File: src/rtl/wdog_win_pkg.sv
package wdog_win_pkg;

  localparam int SEL_W = 4;

  // Configuration word: en at bit 0, win at bit 1, tmo_sel 5:2, closed_sel 9:6
  typedef struct packed {
    logic [SEL_W-1:0] closed_sel;
    logic [SEL_W-1:0] tmo_sel;
    logic             win;
    logic             en;
  } wd_cfg_t;

  localparam int CFG_W = $bits(wd_cfg_t);

  typedef enum logic {
    PH_OPEN   = 1'b0,
    PH_CLOSED = 1'b1
  } wd_phase_t;

  // Clamp a select value to the last table entry
  function automatic int unsigned sel_clamp(input logic [SEL_W-1:0] sel,
                                            input int unsigned n_sel);
    int unsigned s;
    s = 32'(sel);
    return (s >= n_sel) ? (n_sel - 1) : s;
  endfunction

  // Length in ticks: base doubled once per select step
  function automatic int unsigned period_len(input logic [SEL_W-1:0] sel,
                                             input int unsigned base_log2,
                                             input int unsigned n_sel);
    return 32'd1 << (base_log2 + sel_clamp(sel, n_sel));
  endfunction

  function automatic wd_phase_t start_phase(input wd_cfg_t c);
    return c.win ? PH_CLOSED : PH_OPEN;
  endfunction

endpackage

File: src/rtl/wdog_win_guard.sv
module wdog_win_guard
  import wdog_win_pkg::*;
#(
  parameter int      UNLOCK_WIN = 4,
  parameter wd_cfg_t RST_CFG    = '0
) (
  input  logic       clk,
  input  logic       rst_n,
  input  logic       unlock_i,
  input  logic       lock_i,
  input  logic       wr_en_i,
  input  wd_cfg_t    wr_cfg_i,
  output wd_cfg_t    cfg_o,
  output logic       cfg_load_o,
  output logic       armed_o
);
  localparam int AW = $clog2(UNLOCK_WIN + 1);

  logic [AW-1:0] arm_q;
  wd_cfg_t       cfg_q;
  logic          wr_ok;

  assign armed_o    = (arm_q != '0);
  assign wr_ok      = wr_en_i && armed_o && !lock_i;
  assign cfg_load_o = wr_ok;
  assign cfg_o      = cfg_q;

  always_ff @(posedge clk or negedge rst_n) begin
    if (!rst_n) begin
      arm_q <= '0;
    end else if (unlock_i) begin
      arm_q <= AW'(UNLOCK_WIN);
    end else if (wr_ok) begin
      arm_q <= '0;            // one write per unlock
    end else if (armed_o) begin
      arm_q <= arm_q - AW'(1);
    end
  end

  always_ff @(posedge clk or negedge rst_n) begin
    if (!rst_n)     cfg_q <= RST_CFG;
    else if (wr_ok) cfg_q <= wr_cfg_i;
  end

endmodule

File: src/rtl/wdog_win_core.sv
module wdog_win_core
  import wdog_win_pkg::*;
#(
  parameter int BASE_LOG2 = 3,
  parameter int N_SEL     = 11,
  parameter int CNT_W     = BASE_LOG2 + N_SEL
) (
  input  logic             clk,
  input  logic             rst_n,
  input  logic             tick_i,
  input  logic             clr_i,
  input  wd_cfg_t          cfg_i,
  input  logic             cfg_load_i,
  input  wd_cfg_t          cfg_new_i,
  output logic             fault_o,
  output wd_phase_t        phase_o,
  output logic [CNT_W-1:0] cnt_o
);
  logic [CNT_W-1:0] cnt_q, tmo_len, cls_len, limit;
  wd_phase_t        ph_q;
  logic             tick_end, clr_ok, clr_bad, open_evt;

  assign tmo_len = CNT_W'(period_len(cfg_i.tmo_sel,    BASE_LOG2, N_SEL));
  assign cls_len = CNT_W'(period_len(cfg_i.closed_sel, BASE_LOG2, N_SEL));
  assign limit   = (ph_q == PH_CLOSED) ? cls_len : tmo_len;

  assign tick_end = cfg_i.en && tick_i && ((cnt_q + CNT_W'(1)) == limit);
  assign clr_ok   = cfg_i.en && clr_i && (ph_q == PH_OPEN);
  assign clr_bad  = cfg_i.en && clr_i && (ph_q == PH_CLOSED);
  assign open_evt = tick_end && (ph_q == PH_CLOSED) && !clr_i;
  // a clear beats a tick in the same cycle
  assign fault_o  = clr_bad || (tick_end && (ph_q == PH_OPEN) && !clr_ok);

  always_ff @(posedge clk or negedge rst_n) begin
    if (!rst_n) begin
      cnt_q <= '0;
      ph_q  <= PH_OPEN;
    end else if (cfg_load_i) begin
      cnt_q <= '0;
      ph_q  <= start_phase(cfg_new_i);
    end else if (!cfg_i.en || fault_o || clr_ok) begin
      cnt_q <= '0;
      ph_q  <= start_phase(cfg_i);
    end else if (open_evt) begin
      cnt_q <= '0;
      ph_q  <= PH_OPEN;
    end else if (tick_i) begin
      cnt_q <= cnt_q + CNT_W'(1);
    end
  end

  assign phase_o = ph_q;
  assign cnt_o   = cnt_q;

endmodule

File: src/rtl/wdog_win_pulse.sv
module wdog_win_pulse #(
  parameter int PULSE_LEN = 2
) (
  input  logic clk,
  input  logic rst_n,
  input  logic fire_i,
  output logic pulse_o
);
  localparam int PW = $clog2(PULSE_LEN + 1);

  logic [PW-1:0] left_q;

  always_ff @(posedge clk or negedge rst_n) begin
    if (!rst_n)              left_q <= '0;
    else if (fire_i)         left_q <= PW'(PULSE_LEN);
    else if (left_q != '0)   left_q <= left_q - PW'(1);
  end

  assign pulse_o = (left_q != '0);

endmodule

File: src/rtl/wdog_win.sv
module wdog_win
  import wdog_win_pkg::*;
#(
  parameter int      BASE_LOG2  = 3,
  parameter int      N_SEL      = 11,
  parameter int      PULSE_LEN  = 2,
  parameter int      UNLOCK_WIN = 4,
  parameter wd_cfg_t RST_CFG    = '0
) (
  input  logic             clk,
  input  logic             rst_n,
  input  logic             tick_i,
  input  logic             clr_i,
  input  logic             wr_en_i,
  input  logic [CFG_W-1:0] wr_data_i,
  input  logic             unlock_i,
  input  logic             lock_i,
  output logic             rst_req_o
);
  localparam int CNT_W = BASE_LOG2 + N_SEL;

  wd_cfg_t          cfg_q;
  wd_cfg_t          cfg_new;
  logic             cfg_load;
  logic             wr_armed;
  logic             fault_evt;
  wd_phase_t        ph;
  logic [CNT_W-1:0] cnt;

  assign cfg_new = wd_cfg_t'(wr_data_i);

  wdog_win_guard #(
    .UNLOCK_WIN (UNLOCK_WIN),
    .RST_CFG    (RST_CFG)
  ) u_guard (
    .clk        (clk),
    .rst_n      (rst_n),
    .unlock_i   (unlock_i),
    .lock_i     (lock_i),
    .wr_en_i    (wr_en_i),
    .wr_cfg_i   (cfg_new),
    .cfg_o      (cfg_q),
    .cfg_load_o (cfg_load),
    .armed_o    (wr_armed)
  );

  wdog_win_core #(
    .BASE_LOG2 (BASE_LOG2),
    .N_SEL     (N_SEL),
    .CNT_W     (CNT_W)
  ) u_core (
    .clk        (clk),
    .rst_n      (rst_n),
    .tick_i     (tick_i),
    .clr_i      (clr_i),
    .cfg_i      (cfg_q),
    .cfg_load_i (cfg_load),
    .cfg_new_i  (cfg_new),
    .fault_o    (fault_evt),
    .phase_o    (ph),
    .cnt_o      (cnt)
  );

  wdog_win_pulse #(
    .PULSE_LEN (PULSE_LEN)
  ) u_pulse (
    .clk     (clk),
    .rst_n   (rst_n),
    .fire_i  (fault_evt),
    .pulse_o (rst_req_o)
  );

endmodule

File: config.mk
export PLATFORM = sky130hd
export DESIGN_NAME = wdog_win
export DESIGN_NICKNAME = d
export VERILOG_FILES = /design/src/rtl/wdog_win_pkg.sv /design/src/rtl/wdog_win_guard.sv /design/src/rtl/wdog_win_core.sv /design/src/rtl/wdog_win_pulse.sv /design/src/rtl/wdog_win.sv
export SDC_FILE = /design/constraint.sdc
export NUM_CORES = 1
export LEC_CHECK = 0
export CAP_MARGIN = 0
export CORE_MARGIN = 1.5
export CORE_UTILIZATION = 40
export CTS_BUF_LIST = sky130_fd_sc_hd__clkbuf_16
export CTS_CLUSTER_SIZE = 25
export DETAILED_ROUTE_END_ITERATION = 16
export DONT_BUFFER_PORTS = 1
export PLACE_DENSITY = 0.54
export SYNTH_ARGS = -nofsm -noshare
export SYNTH_HDL_FRONTEND = slang
export SYNTH_SLANG_ARGS = --single-unit
File: constraint.sdc
create_clock -name clk -period 3.6 [get_ports clk]
set_clock_uncertainty 0.15 [all_clocks]
set_input_delay 0.72 -clock clk [delete_from_list [all_inputs] [get_ports clk]]
set_output_delay 0.72 -clock clk [all_outputs]
set_load 0.01 [all_outputs]
==> summary by stage <==
Clock tree
Counting the buffers created by CTS gives 5. The clock drives 30 sinks. The CTS tree is done. In this run the post-CTS setup repair buffer count came out at 0. The cell at the root of the clock tree is sky130_fd_sc_hd__clkbuf_16. Clock latency on the worst-skew pair, taken at its later pin, is around 0.27 ns.

Counting along the longest clock path gives a buffer depth of 2. The clock transition at the registers of the reported paths is around 0.050 ns. The clock tree synthesis step divided the H-tree into 2 levels.

Synth
The number of synthesized flops with an enable pin is 0. The mapped cell area is 2150 sq um. The fraction of registers with async set or reset after synthesis is 1.00. The number of distinct library cells after synthesis is 60. Counting flops and latches in the post-synthesis netlist gives 30. In the synthesized netlist the dominant register cell turns out to be sky130_fd_sc_hd__dfrtp_1. Averaged over all synthesized cells, the footprint is 9.38 sq um. Yosys printed 0 warnings. The post-synthesis net count is 250.

The sequential fraction of the synthesis area is 0.349. Synthesis produced 229 cells.

Power and ir drop
The switching part of the total is 0.359. The peak supply drop is 0.000341 V. The cell area power density is 675 nW/um^2. Summed over all nets, the switching power comes to 0.000563 W. The portion of total power attributed to the clock network is 0.295. The share of total power dissipated in sequential elements is 0.322. The design draws 0.00157 W.

The reported leakage power is ~0.98 nW. The proportion of power drawn by combinational gates is 0.383. Cell internal power was estimated by the tool at 0.00101 W.

STA
The final hold violation count came to 0. At the pin with the least slew margin, the transition time is 0.734 ns. In the final timing run, aggregate negative setup slack is 0 ns. In the finished design, the share of the clock period the worst path needs comes to 0.823. Based on the critical path, the design can be clocked at up to 337 MHz.

The final critical delay including setup and external delays is 2.96 ns. Setup violations remaining at the end of the flow were counted as 0. The number of pins with negative max-slew slack in the final report was 0.

The worst pin sits at a relative slew slack of 0.511. Setup repair after global routing left no endpoint under its margin.

Critical path
The signal on the critical path passes through a211oi_2 > a21oi_1 > or3_1 > a211o_1 > nor4b_2 > nand4_1 > nand2_2 > nor2_1. The delay contributed by the slowest stage of the critical path is 0.54 ns. The critical path is of the flip-flop to flip-flop type. The number of buffer and inverter stages on the critical path is 0.

The largest fanout of any net on the critical path is 16. Data on the critical path is required at its endpoint by 3.60 ns. Among all stages on the critical path, the largest delay is contributed by sky130_fd_sc_hd__dfrtp_1. Broken down by cell family, the worst path's largest delay share belongs to simple AND/OR/NAND/NOR gates.

The worst setup path is launched from a flip-flop. Data on the critical path arrives at its endpoint at 2.96 ns. The kind of end point of the critical path is a flip-flop.

Floorplanning
The die span in x is 76.3 um. The area of the die is 5820 sq um. The floorplan step set the die height to 76.3 um.

The number of rows in the core area is 26. 18 I/O pins were placed. The core region is 5140 sq um. For this configuration, the core starts out at a cell density of 0.418.

Min path
The worst min-delay path class is input pin to asynchronous set/reset pin.

Drt
Using the TritonRoute via totals, the vias-per-cell ratio works out to 5.70. The first detailed-routing pass ran for 4 iterations. Dividing the detail-routed wire length by the instance count gives 15.2 um. The routed design has 4.54 mm of wire. The detailed router finished its first iteration with 124 violations. For this run, design rule violations remaining after detail routing come to 0. The detail route stage leaves a number of antenna-violating nets equal to 0. The total via count after detailed routing is 1699.

GRT
The initial antenna violation count is 0. The total congestion overflow is 0. The number of global-route vias before repair is 1712. For this run, the total global-route usage over all layers was measured as 0.170. The first global-routing pass estimated roughly 7.9 mm of wire. The pin count of the biggest net entering global routing is 31.

Run
Across the run, the number of max-cap violations was 0.

Layout
The number of diodes added for antenna fixing is 0. The share of cells above drive strength 1 is 0.145. The layout has 541 filler cells.

The number of nets in the layout is 248. The area added between synthesis and finish is 8.33%.

Place
The quantity of I/O buffers inserted on ports is 0. Detailed placement finished with a half-perimeter wire length of ~3.4 mm. The routability congestion estimate is 0.774.

Status
The run finished with clean final reports.
[cells by family after synthesis]
kind of cell,Yosys count,synth area share
mux,14,0.0711
simple gates,98,0.257
flops,30,0.349
xor+xnor,20,0.0815
compound gates,44,0.158
buf+inv,19,0.0600
fa+ha+maj,4,0.0233
[registers in the layout (all words and copies together) (netlist names)]
signal	flops
u_guard.arm_q	3
u_pulse.left_q	2
u_core.cnt_o	14
u_guard.cfg_o	10
u_core.phase_o	1
[layout by cell type, fill, tap and decap left out, types with 3 or more instances in the layout]
cell type	Yosys	layout
sky130_fd_sc_hd__a211o_1	3	3
sky130_fd_sc_hd__a21oi_1	7	7
sky130_fd_sc_hd__and3_1	3	3
sky130_fd_sc_hd__clkbuf_16	0	5
sky130_fd_sc_hd__dfrtp_1	30	30
sky130_fd_sc_hd__ha_1	4	4
sky130_fd_sc_hd__inv_1	8	10
sky130_fd_sc_hd__mux2_2	10	10
sky130_fd_sc_hd__mux2i_1	4	4
sky130_fd_sc_hd__nand2_1	16	16
sky130_fd_sc_hd__nand3_1	12	12
sky130_fd_sc_hd__nand4_1	7	7
sky130_fd_sc_hd__nor2_1	24	24
sky130_fd_sc_hd__nor3_1	9	9
sky130_fd_sc_hd__nor4_1	3	3
sky130_fd_sc_hd__o211ai_1	3	3
sky130_fd_sc_hd__or3_1	3	3
sky130_fd_sc_hd__xnor2_1	9	9
sky130_fd_sc_hd__xor2_1	11	11
[final timing paths]
kind                                                    start                            end  slack, ns  cells past startpoint
worst max-delay path               u_core.phase_o$_DFFE_PN0P_    u_core.cnt_o[9]$_DFFE_PN0P_       0.64                      8
worst min-delay path                                    rst_n   u_guard.arm_q[0]$_DFFE_PN0P_       0.12                      1
worst max register to register     u_core.phase_o$_DFFE_PN0P_    u_core.cnt_o[9]$_DFFE_PN0P_       0.64                      8
worst min register to register  u_pulse.left_q[1]$_DFFE_PN0P_  u_pulse.left_q[1]$_DFFE_PN0P_       0.34                      1
max in group asynchronous                               rst_n    u_core.cnt_o[6]$_DFFE_PN0P_       3.02                      1
min in group clk                u_pulse.left_q[1]$_DFFE_PN0P_  u_pulse.left_q[1]$_DFFE_PN0P_       0.34                      1
[cell type report]
class	instances	area (sq um)	area share
Multi-Input combinational cell	180	1270	0.545
Sequential cell	30	751	0.323
Clock buffer	5	125	0.0538
Tap cell	70	87.6	0.0376
Clock inverter	3	37.5	0.0161
Inverter	8	30.0	0.0129
Timing Repair Buffer	2	27.5	0.0118
[synthesized netlist by cell type (2+ instances only)]
library cell,count,share of area
sky130_fd_sc_hd__a222oi_1,2,0.0093
sky130_fd_sc_hd__a22oi_1,2,0.0070
sky130_fd_sc_hd__a221oi_1,2,0.0082
sky130_fd_sc_hd__nor2_1,24,0.042
sky130_fd_sc_hd__or3_1,3,0.0087
sky130_fd_sc_hd__and2_1,2,0.0058
sky130_fd_sc_hd__inv_1,8,0.014
sky130_fd_sc_hd__a21o_1,2,0.0070
sky130_fd_sc_hd__and4_1,2,0.0082
sky130_fd_sc_hd__o211ai_1,3,0.010
sky130_fd_sc_hd__nand2_1,16,0.028
sky130_fd_sc_hd__nor3_1,9,0.021
sky130_fd_sc_hd__clkbuf_8,5,0.032
sky130_fd_sc_hd__nor3b_1,2,0.0070
sky130_fd_sc_hd__a21o_2,2,0.0082
sky130_fd_sc_hd__xor2_1,11,0.045
sky130_fd_sc_hd__dfrtp_1,30,0.35
sky130_fd_sc_hd__nand3_1,12,0.028
sky130_fd_sc_hd__a211o_1,3,0.012
sky130_fd_sc_hd__o21a_1,2,0.0070
sky130_fd_sc_hd__nor4_1,3,0.0087
sky130_fd_sc_hd__and3_1,3,0.0087
sky130_fd_sc_hd__nand4_1,7,0.020
sky130_fd_sc_hd__a21oi_1,7,0.016
sky130_fd_sc_hd__o21ai_0,2,0.0047
sky130_fd_sc_hd__o31ai_1,2,0.0070
sky130_fd_sc_hd__o21ai_1,2,0.0047
sky130_fd_sc_hd__ha_1,4,0.023
sky130_fd_sc_hd__xnor2_1,9,0.037
sky130_fd_sc_hd__a211oi_1,2,0.0070
sky130_fd_sc_hd__mux2_2,10,0.052
sky130_fd_sc_hd__clkbuf_1,5,0.0087
sky130_fd_sc_hd__mux2i_1,4,0.019
[repair_timing]
item                       4_1_cts  5_1_grt
setup endpoints to repair        0        0
gates resized for setup          0        0
hold endpoints to repair        30        0
hold buffers                     1        0
[through the flow]
step / setup WS [ns] / instances / area [sq um] / hold WS [ns] / util
floorplan: 1.05 / 229 / 2150 / 0.274 / -
finish: 0.636 / 298 / 2330 / 0.117 / 0.453
detailed placement: 0.623 / 289 / 2140 / 0.275 / 0.417
CTS: 0.595 / 298 / 2330 / 0.121 / 0.453
global placement: 0.665 / 289 / 2140 / 0.275 / 0.417
global route: 0.367 / 298 / 2330 / 0.123 / 0.453
[power by group through the flow]
stage	registers (W)	logic [W]	clock network, W
4_1_cts	0.000506	0.000603	0.000475
3_3_place_gp	0.000508	0.000593	0
2_1_floorplan	0.000480	0.000522	0
3_5_place_dp	0.000512	0.000588	0
5_1_grt	0.000520	0.000685	0.000489
6_report	0.000505	0.000601	0.000463
[metal layers]
layer | GRT usage | vias up | part of all wire
met5 | 0 | - | 0
met4 | 0.0796 | 0 | 0.025
met3 | 0.0431 | 11 | 0.037
met2 | 0.267 | 28 | 0.45
met1 | 0.218 | 816 | 0.49
li1 | - | 844 | -
(Power assumes the default switching activity.)
